## config.mk

```make
export PLATFORM = sky130hd
export DESIGN_NAME = bar_cfg_regs
export DESIGN_NICKNAME = d
export VERILOG_FILES = /design/src/rtl/bar_cfg_pkg.sv /design/src/rtl/bar_cfg_store.sv /design/src/rtl/bar_cfg_decode.sv /design/src/rtl/bar_cfg_regs.sv
export SDC_FILE = /design/constraint.sdc
export NUM_CORES = 2
export LEC_CHECK = 0
export BUFFER_PORTS_ARGS = -buffer_cell sky130_fd_sc_hd__buf_2
export CORE_UTILIZATION = 45
export DETAILED_ROUTE_END_ITERATION = 12
export HOLD_SLACK_MARGIN = 0.02
export PLACE_DENSITY = 0.62
export SLEW_MARGIN = 30
export SYNTH_ARGS = -nofsm -noshare
export SYNTH_HDL_FRONTEND = slang
export SYNTH_HIERARCHICAL = 1
export SYNTH_SLANG_ARGS = --single-unit
```

## constraint.sdc

```tcl
create_clock -name clk_i -period 7.18 [get_ports clk_i]
set_input_delay 0.718 -clock clk_i [delete_from_list [all_inputs] [get_ports clk_i]]
set_output_delay 0.718 -clock clk_i [all_outputs]
set_load 0.02 [all_outputs]
```

## src/rtl/bar_cfg_pkg.sv

```systemverilog
package bar_cfg_pkg;
  localparam int NUM_SLOTS   = 6;        // dwords 0x10..0x24
  localparam int SLOT_FIRST  = 4;        // dword index of 0x10
  localparam int SLOT_W      = 3;
  localparam logic [31:0] ALL_ONES  = 32'hFFFF_FFFF;
  localparam logic [31:0] TYPE_PF64 = 32'h0000_000C;
  localparam logic [9:0]  CAP_HDR_DW  = 10'h040;
  localparam logic [9:0]  CAP_SIZE_DW = 10'h041;
  localparam logic [31:0] CAP_HDR   = 32'h0001_0015;
  localparam logic [31:0] CAP_SIZES = 32'h0000_3FF0;

  typedef logic [63:0] addr_t;

  function automatic logic [31:0] be_merge(logic [31:0] old_v, logic [31:0] new_v,
                                           logic [3:0] be);
    logic [31:0] r;
    for (int i = 0; i < 4; i++) r[8*i +: 8] = be[i] ? new_v[8*i +: 8] : old_v[8*i +: 8];
    return r;
  endfunction
endpackage

```

## src/rtl/bar_cfg_store.sv

```systemverilog
module bar_cfg_store #(
  parameter int DWORDS = 64,
  localparam int AW = $clog2(DWORDS)
) (
  input  logic          clk_i,
  input  logic          rst_ni,
  input  logic          we_i,
  input  logic [AW-1:0] idx_i,
  input  logic [3:0]    be_i,
  input  logic [31:0]   wdata_i,
  output logic [31:0]   rdata_o
);
  logic [DWORDS-1:0][31:0] mem_q;

  for (genvar d = 0; d < DWORDS; d++) begin : g_dw
    always_ff @(posedge clk_i or negedge rst_ni) begin
      if (!rst_ni) mem_q[d] <= '0;
      else if (we_i && idx_i == AW'(d)) mem_q[d] <= bar_cfg_pkg::be_merge(mem_q[d], wdata_i, be_i);
    end
  end

  assign rdata_o = mem_q[idx_i];
endmodule

```

## src/rtl/bar_cfg_decode.sv

```systemverilog
module bar_cfg_decode #(
  parameter int N = 6,
  localparam int IW = $clog2(N)
) (
  input  logic [N-1:0][63:0] base_i,
  input  logic [N-1:0][63:0] size_i,
  input  logic [N-1:0]       valid_i,
  input  logic               req_i,
  input  logic [63:0]        addr_i,
  output logic               hit_o,
  output logic [IW-1:0]      idx_o,
  output logic [63:0]        off_o,
  output logic               miss_o
);
  logic [N-1:0][63:0] diff;
  logic [N-1:0]       match;

  for (genvar k = 0; k < N; k++) begin : g_cmp
    assign diff[k]  = addr_i - base_i[k];
    // unsigned wrap makes addr < base land far above size
    assign match[k] = valid_i[k] && (diff[k] < size_i[k]);
  end

  always_comb begin
    idx_o = '0;
    off_o = '0;
    for (int k = N - 1; k >= 0; k--) begin
      if (match[k]) begin
        idx_o = IW'(k);
        off_o = diff[k];
      end
    end
    hit_o  = req_i && (match != '0);
    miss_o = req_i && (match == '0);
    if (!req_i) off_o = '0;
  end
endmodule

```

## src/rtl/bar_cfg_regs.sv

```systemverilog
module bar_cfg_regs
  import bar_cfg_pkg::*;
#(
  parameter logic [63:0] BAR0_SIZE  = 64'h1000_0000,
  parameter logic [31:0] BAR2_SIZE  = 32'h0000_2000,
  parameter logic [31:0] BAR5_SIZE  = 32'h0008_0000,
  parameter int          GEN_DWORDS = 64
) (
  input  logic        clk_i,
  input  logic        rst_ni,
  input  logic        cfg_we_i,
  input  logic [9:0]  cfg_dw_i,
  input  logic [3:0]  cfg_be_i,
  input  logic [31:0] cfg_wdata_i,
  output logic [31:0] cfg_rdata_o,
  input  logic        mem_req_i,
  input  logic [63:0] mem_addr_i,
  output logic        hit_o,
  output logic [2:0]  hit_idx_o,
  output logic [63:0] hit_off_o,
  output logic        miss_o
);
  localparam int GAW = $clog2(GEN_DWORDS);
  localparam logic [NUM_SLOTS-1:0][63:0] SLOT_SIZE =
    {64'(BAR5_SIZE), 64'd0, 64'd0, 64'(BAR2_SIZE), 64'd0, BAR0_SIZE};
  localparam logic [NUM_SLOTS-1:0][31:0] SLOT_TYPE =
    {32'd0, 32'd0, 32'd0, 32'd0, 32'd0, TYPE_PF64};

  logic [NUM_SLOTS-1:0][31:0] bar_q;
  logic [NUM_SLOTS-1:0][63:0] base_q;
  logic [NUM_SLOTS-1:0]       asg_q;

  logic              in_bar, full_wr, probe;
  logic [SLOT_W-1:0] sel;
  logic [31:0]       store_rdata;

  assign in_bar  = cfg_dw_i >= 10'(SLOT_FIRST) && cfg_dw_i < 10'(SLOT_FIRST + NUM_SLOTS);
  assign sel     = SLOT_W'(cfg_dw_i - 10'(SLOT_FIRST));
  assign full_wr = cfg_we_i && in_bar && cfg_be_i == 4'hF;
  assign probe   = cfg_wdata_i == ALL_ONES;

  for (genvar k = 0; k < NUM_SLOTS; k++) begin : g_slot
    localparam bit          SIZED = (k != 1) && (SLOT_SIZE[k] != 64'd0);
    localparam logic [31:0] RST_V = SIZED ? SLOT_TYPE[k] : 32'd0;
    localparam logic [31:0] MASK  =
      ((~(SLOT_SIZE[k][31:0] - 32'd1)) & 32'hFFFF_FFF0) | SLOT_TYPE[k];
    logic wr_k;
    assign wr_k = cfg_we_i && in_bar && sel == SLOT_W'(k);

    always_ff @(posedge clk_i or negedge rst_ni) begin
      if (!rst_ni) bar_q[k] <= RST_V;
      else if (wr_k) begin
        if (cfg_be_i != 4'hF)  bar_q[k] <= be_merge(bar_q[k], cfg_wdata_i, cfg_be_i);
        else if (k == 1)       bar_q[k] <= cfg_wdata_i;   // upper half of 64-bit window
        else if (!SIZED)       bar_q[k] <= bar_q[k];      // unused slot
        else if (probe)        bar_q[k] <= MASK;
        else                   bar_q[k] <= cfg_wdata_i;
      end
    end

    if (k == 0 && SIZED) begin : g_base64
      always_ff @(posedge clk_i or negedge rst_ni) begin
        if (!rst_ni) begin
          base_q[k] <= '0;
          asg_q[k]  <= 1'b0;
        end else if (full_wr && !probe && sel == SLOT_W'(0)) begin
          base_q[k] <= {bar_q[1], cfg_wdata_i & 32'hFFFF_FFF0};
          asg_q[k]  <= 1'b1;
        end else if (full_wr && !probe && sel == SLOT_W'(1)) begin
          base_q[k] <= {cfg_wdata_i, bar_q[0] & 32'hFFFF_FFF0};
          asg_q[k]  <= 1'b1;
        end
      end
    end else if (SIZED) begin : g_base32
      always_ff @(posedge clk_i or negedge rst_ni) begin
        if (!rst_ni) begin
          base_q[k] <= '0;
          asg_q[k]  <= 1'b0;
        end else if (full_wr && !probe && sel == SLOT_W'(k)) begin
          base_q[k] <= {32'd0, cfg_wdata_i & 32'hFFFF_FFF0};
          asg_q[k]  <= 1'b1;
        end
      end
    end else begin : g_nobase
      assign base_q[k] = '0;
      assign asg_q[k]  = 1'b0;
    end
  end

  bar_cfg_store #(.DWORDS(GEN_DWORDS)) u_store (
    .clk_i   (clk_i),
    .rst_ni  (rst_ni),
    .we_i    (cfg_we_i && !in_bar && cfg_dw_i < 10'(GEN_DWORDS)),
    .idx_i   (cfg_dw_i[GAW-1:0]),
    .be_i    (cfg_be_i),
    .wdata_i (cfg_wdata_i),
    .rdata_o (store_rdata)
  );

  always_comb begin
    if (in_bar)                          cfg_rdata_o = bar_q[sel];
    else if (cfg_dw_i == CAP_HDR_DW)     cfg_rdata_o = CAP_HDR;
    else if (cfg_dw_i == CAP_SIZE_DW)    cfg_rdata_o = CAP_SIZES;
    else if (cfg_dw_i < 10'(GEN_DWORDS)) cfg_rdata_o = store_rdata;
    else                                 cfg_rdata_o = '0;
  end

  bar_cfg_decode #(.N(NUM_SLOTS)) u_dec (
    .base_i  (base_q),
    .size_i  (SLOT_SIZE),
    .valid_i (asg_q),
    .req_i   (mem_req_i),
    .addr_i  (mem_addr_i),
    .hit_o   (hit_o),
    .idx_o   (hit_idx_o),
    .off_o   (hit_off_o),
    .miss_o  (miss_o)
  );
endmodule

```

## Word level (Yosys, flattened, before mapping)

Index checks and enable logic that the tools add are counted.

| storage, ports and cells | value |
|---|---|
| register bits | 2363 |
| bits of input ports | 114 |

| cells by class | value |
|---|---|
| add/sub/neg operators | 4 |
| order comparisons | 8 |
| equal/unequal tests | 77 |
| mux-type cells | 30 |
| reductions and logical operators | 372 |

Operators with widths:

| kind | count |
|---|---|
| $reduce_and 2->1 | 272 |
| $mux 32 | 13 |
| $mux 64 | 6 |
| $bmux 32 s6 | 1 |
| $eq 6x6->1 const B | 32 |
| $sub 64x32->64 | 2 |
| $bmux 32 s3 | 1 |
| $eq 6x5->1 const B | 16 |
| $logic_and 1x1->1 | 85 |
| $lt 64x14->1 const B | 1 |
| $lt 64x20->1 const B | 1 |
| $lt 64x29->1 const B | 1 |
| $sub 64x64->64 | 1 |
| $eq 6x4->1 const B | 8 |
| $eq 32x32->1 const B | 1 |
| $mux 8 | 4 |
| $eq 6x3->1 const B | 4 |
| $reduce_and 3->1 | 8 |
| $eq 10x7->1 const B | 2 |
| $eq 6x2->1 const B | 2 |
| $logic_not 6->1 | 2 |
| $ge 10x3->1 const B | 1 |
| $lt 10x4->1 const B | 1 |
| $lt 10x7->1 const B | 1 |
| other kinds (16) | 25 |

## Logic depth before layout (Yosys ltp)

| logic depth | value |
|---|---|
| word-level depth | 8 |
| mapped depth | 29 |
| depth with buffers taken out | 28 |

## Modules after synthesis

Netlist, hierarchy kept.

Modules (own cells, without submodules):

| module | instances | cells an instance | area each (um^2) | sequential area each (um^2) |
|---|---|---|---|---|
| bar_cfg_store | 1 | 5834 | 92346.1 | 51249.2 |
| bar_cfg_decode | 1 | 5263 | 35098.7 | 0.0 |
| bar_cfg_regs | 1 | 1123 | 14984.4 | 7785.0 |

## Least setup slack after synthesis

Ideal clock, no wire load.

| timing path | value |
|---|---|
| kind | input to output |
| start | in mem_addr_i[39] |
| end | out hit_off_o[21] |
| arrival time | 6.078 ns |
| path slack | 0.384 ns |
| stages on the path | 23 |
| cell sequence | ha_1 -> clkbuf_1 -> a21o_1 -> a21o_1 -> a21o_1 -> a211oi_1 -> o31ai_1 -> o21a_1 -> a211o_1 -> a221oi_2 -> nor2_1 -> a31o_2 -> xnor2_1 -> inv_1 -> ha_1 -> nand4_1 -> or3b_2 -> nor3_1 -> o311ai_0 -> and2_1 -> nor2_1 -> nand2_1 -> o41ai_1 |

| on the way | value |
|---|---|
| longest elaborated chain between the ends | 7 |

RTL lines:

| item | line | RTL |
|---|---|---|
| start: declaration | bar_cfg_regs.sv:17 | `input logic [63:0] mem_addr_i,` |
| $sub 64x32->64 | bar_cfg_decode.sv:19 | `assign diff[k] = addr_i - base_i[k];` |
| $lt 64x20->1 | bar_cfg_decode.sv:21 | `assign match[k] = valid_i[k] && (diff[k] < size_i[k]);` |
| $logic_and 1x1->1 | bar_cfg_decode.sv:21 |  |
| $mux 64 (2 in series) | bar_cfg_decode.sv:28 | `if (match[k]) begin` |
| $mux 64 (*) | bar_cfg_decode.sv:28 |  |
| $mux 64 (*) | bar_cfg_decode.sv:35 | `if (!req_i) off_o = '0;` |
| end: declaration | bar_cfg_regs.sv:20 | `output logic [63:0] hit_off_o,` |

Mark *: on every way between the ends. The rest lies on a longest branch, timed or not.

## Final worst setup path

| timing path | value |
|---|---|
| start | reg base_q[338] (netlist bit) |
| end | out hit_off_o[8] |

| on the way | value |
|---|---|
| longest elaborated chain between the ends | 7 |

RTL lines:

| item | line | RTL |
|---|---|---|
| start: declaration | bar_cfg_regs.sv:30 | `logic [NUM_SLOTS-1:0][63:0] base_q;` |
| start signal: indexed assignment | bar_cfg_regs.sv:80 | `base_q[k] <= {32'd0, cfg_wdata_i & 32'hFFFF_FFF0};` |
| $sub 64x32->64 | bar_cfg_decode.sv:19 |  |
| $lt 64x20->1 | bar_cfg_decode.sv:21 |  |
| $logic_and 1x1->1 | bar_cfg_decode.sv:21 |  |
| $mux 64 (3 in series) | bar_cfg_decode.sv:28 |  |
| $mux 64 | bar_cfg_decode.sv:35 |  |

No other way between the ends.

==> reports/metrics.cfg <==
[final_layout]
areaGrowthSynthToFinish_pct = 19.0
drive_above_1_share_pct = 37.6
finalNonFillerCells = 18100
fin_area_mm2 = 0.170
fillers = 26800
register_area_mm2 = 0.0590
multi_input_area_mm2 = 0.0822
nets = 14700

[sta]
finClkSkew_ns = 0.0184
drv_slew = 193
final-setup-viol-count = 68
timing.fmax_ghz = 0.130
finalHoldViolCount = 0
relSlewSlack_pct = -520
period_minus_slack_ns = 7.69
worst_pin_slew_ns = 9.16
finalCritPeriodShare_pct = 107
fin_ws_ns = -0.507
setup_tns_ns = -20.25
rsz0062_at_grt = true

[pwr]
ir_drop_mv = 0.220
netSwitchingPower_w = 0.00983
combinationalPowerShare_pct = 21.6
p_int_w = 0.0236
power_density_mw_per_mm2 = 197
p_clk_share_pct = 38.3
pwr-share-seq_pct = 40.1
power_leakage_nw = 80.2
power_w = 0.0335
switching_share_pct = 29.4

[synth]
ys_seq_area_share_pct = 41.4
synth_top_family_by_area = multiplexers
yosysWarnings = 6
ys_ff_latch = 2359
synth_cells = 12200
synth_edf_count = 0
synthMuxAreaShare_pct = 27.6
synth_top_cell_area_share_pct = 41.4
syn_area_per_cell_um2 = 11.7
synth_compound_area_share_pct = 11.0
yosysUniqueCellTypes = 115
yosys-top-cells-area = dfrtp_1, mux2_2, mux4_2, ha_1, a21oi_1
yosysTopAreaCell = dfrtp_1
synth_area_mm2 = 0.142
async_flop_share_pct = 100
synthXorXnorAreaFrac_pct = 2.31
synthFlopType = dfrtp_1
synthAdderAreaFrac_pct = 6.73
synthSimpleGateAreaFrac_pct = 6.41

[outcome]
status = complete, but fails checks
violations = slew limit, setup timing

[drt]
vias_per_cell = 5.94
final_antenna_net_count = 0
post-route-drc-count = 0
drt-wirelength-per-cell_um = 27.1
routed_wl_um = 491000
drt_iter0_drc = 8815
route.vias.total = 108000
dr.pass1.iters = 6

[placed_design]
numPortBuffers = 214
postPlaceCellArea_mm2 = 0.156
hpwlAfterDp_um = 360000
dp_slack_ns = -1.03
dp.cells = 17500
routabilityCongestion = 1.01

[floorplan]
dieArea_mm2 = 0.319
die_h_um = 565
die_x_um = 565
rows = 206
io_pins = 215
start_util_pct = 45.2
core_area_mm2 = 0.315

[clock_network]
clock-sinks = 2359
cts_made_buffers = 237
clk_latency_ns = 0.88
h-tree-depth = 4
path_clk_slew_ns = 0.06
cts_buffer_depth = 4
clockRootBuffer = clkbuf_16
cts_tree = yes

[worst_setup_path]
end_kind = output pin
critical-path-slowest-cell = or4_4
slowest_delay_ns = 0.54
path_max_fanout = 6
crit_top_cell = buf_6
start_kind = flop
rr_worst_depth = 2
crit_required_ns = 6.46
crit_arrival_ns = 6.97
crit_type = flop to output pin

[worst_hold_path]
holdCritPathClass = primary input to async pin

[global_routing]
antenna_found_initial = 19
grt.overflow.total = 0
first_global_vias = 111000
grt_usage_pct = 30.5
grt_pass1_wl_um = 727000
grt_max_degree = 205

[run]
maxCapViolations = 0

[power by group through the flow]
stage               Combinational (W)  Sequential, W  Clock, W
floorplan                     0.00356         0.0137         0
global placement              0.00621         0.0137         0
detailed placement            0.00631         0.0137         0
CTS                           0.00678         0.0134    0.0130
global route                  0.00773         0.0134    0.0136
finish                        0.00723         0.0134    0.0128
[final timing paths]
check	from	end	slack, ns
worst max-delay path	base_q[338]	hit_off_o[8]	-0.51
max in group asynchronous	rst_ni	u_store/mem_q[165]	4.73
worst min-delay path	rst_ni	u_store/mem_q[801]	0.27
min in group clk_i	cfg_wdata_i[24]	u_store/mem_q[1368]	0.35
worst min register to register	u_store/mem_q[541]	u_store/mem_q[541]	0.49
worst max register to register	bar_q[6]	base_q[6]	6.01
[per-stage QoR]
| step | utilization (%) | hold WS [ns] |
|---|---|---|
| 2_1_floorplan | - | 0.422 |
| 6_report | 53.8 | 0.268 |
| 5_1_grt | 53.8 | 0.262 |
| 3_3_place_gp | 49.7 | 0.469 |
| 3_5_place_dp | 49.7 | 0.477 |
| 4_1_cts | 53.3 | 0.288 |
[synthesized netlist by cell type (all sizes together), types with 168 or more instances]
master	number
mux2	2359
dfrtp	2357
inv	862
ha	756
a21oi	685
mux4	544
clkbuf	522
nor2	486
nand2	481
o21ai	360
a21o	306
a22oi	281
buf	224
xnor2	224
nand3	185
nand4	168
[cell type report]
class / count / share of cell area [%]
well taps: 4160 / 3.07
flip-flops and latches: 2359 / 34.8
multi-input cells: 8905 / 48.5
clock buffers: 335 / 4.05
inverters: 864 / 1.91
repair buffers: 1409 / 6.92
clock inverters: 97 / 0.695
diodes: 15 / 0.0221
[kinds of logic after synthesis]
kind of cell               count (synthesis)
buffers and inverters                   1610
and+or+nand+nor                         1819
adders and majority gates                762
xor gates and xnor gates                 374
AOI/OAI and AO/OA                       2355
other                                      2
muxes                                   2939
DFF                                     2359
[placed cells by master, fill, tap and decap left out, drive strengths merged, types with 51 or more instances in the layout]
| cell | count |
|---|---|
| nand2 | 481 |
| a221oi | 66 |
| inv | 867 |
| nor2 | 487 |
| nor3 | 108 |
| a21oi | 685 |
| mux4 | 544 |
| nand4 | 168 |
| xnor2 | 224 |
| xor2 | 150 |
| a22oi | 281 |
| and3 | 54 |
| mux2 | 2359 |
| nand2b | 51 |
| ha | 756 |
| a31oi | 56 |
| a211oi | 71 |
| nor2b | 80 |
| dfrtp | 2357 |
| a21o | 306 |
| clkinv | 55 |
| o21a | 58 |
| clkbuf | 335 |
| conb | 655 |
| o21bai | 62 |
| nand3 | 185 |
| buf | 1408 |
| o21ai | 360 |
[flip-flops by register name, summed over array words and instances, names as in the netlist]
| register | flops |
|---|---|
| u_store/mem_q | 2048 |
| bar_q | 192 |
| base_q | 116 |
| asg_q | 3 |
[worst max-delay path, delay by kind of cell (launching register included)]
| kind | cells | cell delay, ns |
|---|---|---|
| AO/OA/AOI/OAI | 11 | 2.09 |
| multiplexers | 2 | 0.27 |
| buffers and inverters | 8 | 1.06 |
| AND/OR/NAND/NOR | 7 | 1.57 |
| XOR/XNOR | 1 | 0.19 |
| flip-flops | 1 | 0.36 |
| adder cells (fa/ha/maj) | 2 | 0.54 |
[layer usage]
metal / vias up / wire [um] / track usage [%]
li1: 47500 / - / -
met1: 55500 / 203000 / 40.0
met2: 3803 / 229000 / 49.6
met3: 1040 / 29400 / 3.99
met4: 2 / 30200 / 15.7
met5: - / 10 / 0
[timing repair]
action,in CTS,in global routing
hold buffers,1,0
resized for setup,517,215
endpoints found under the hold margin,114,0
buffers inserted,129,42
endpoints found under the setup margin,69,69
pin swaps,187,104
cloned,6,0
Note: power is estimated with default switching activity, not from simulation.
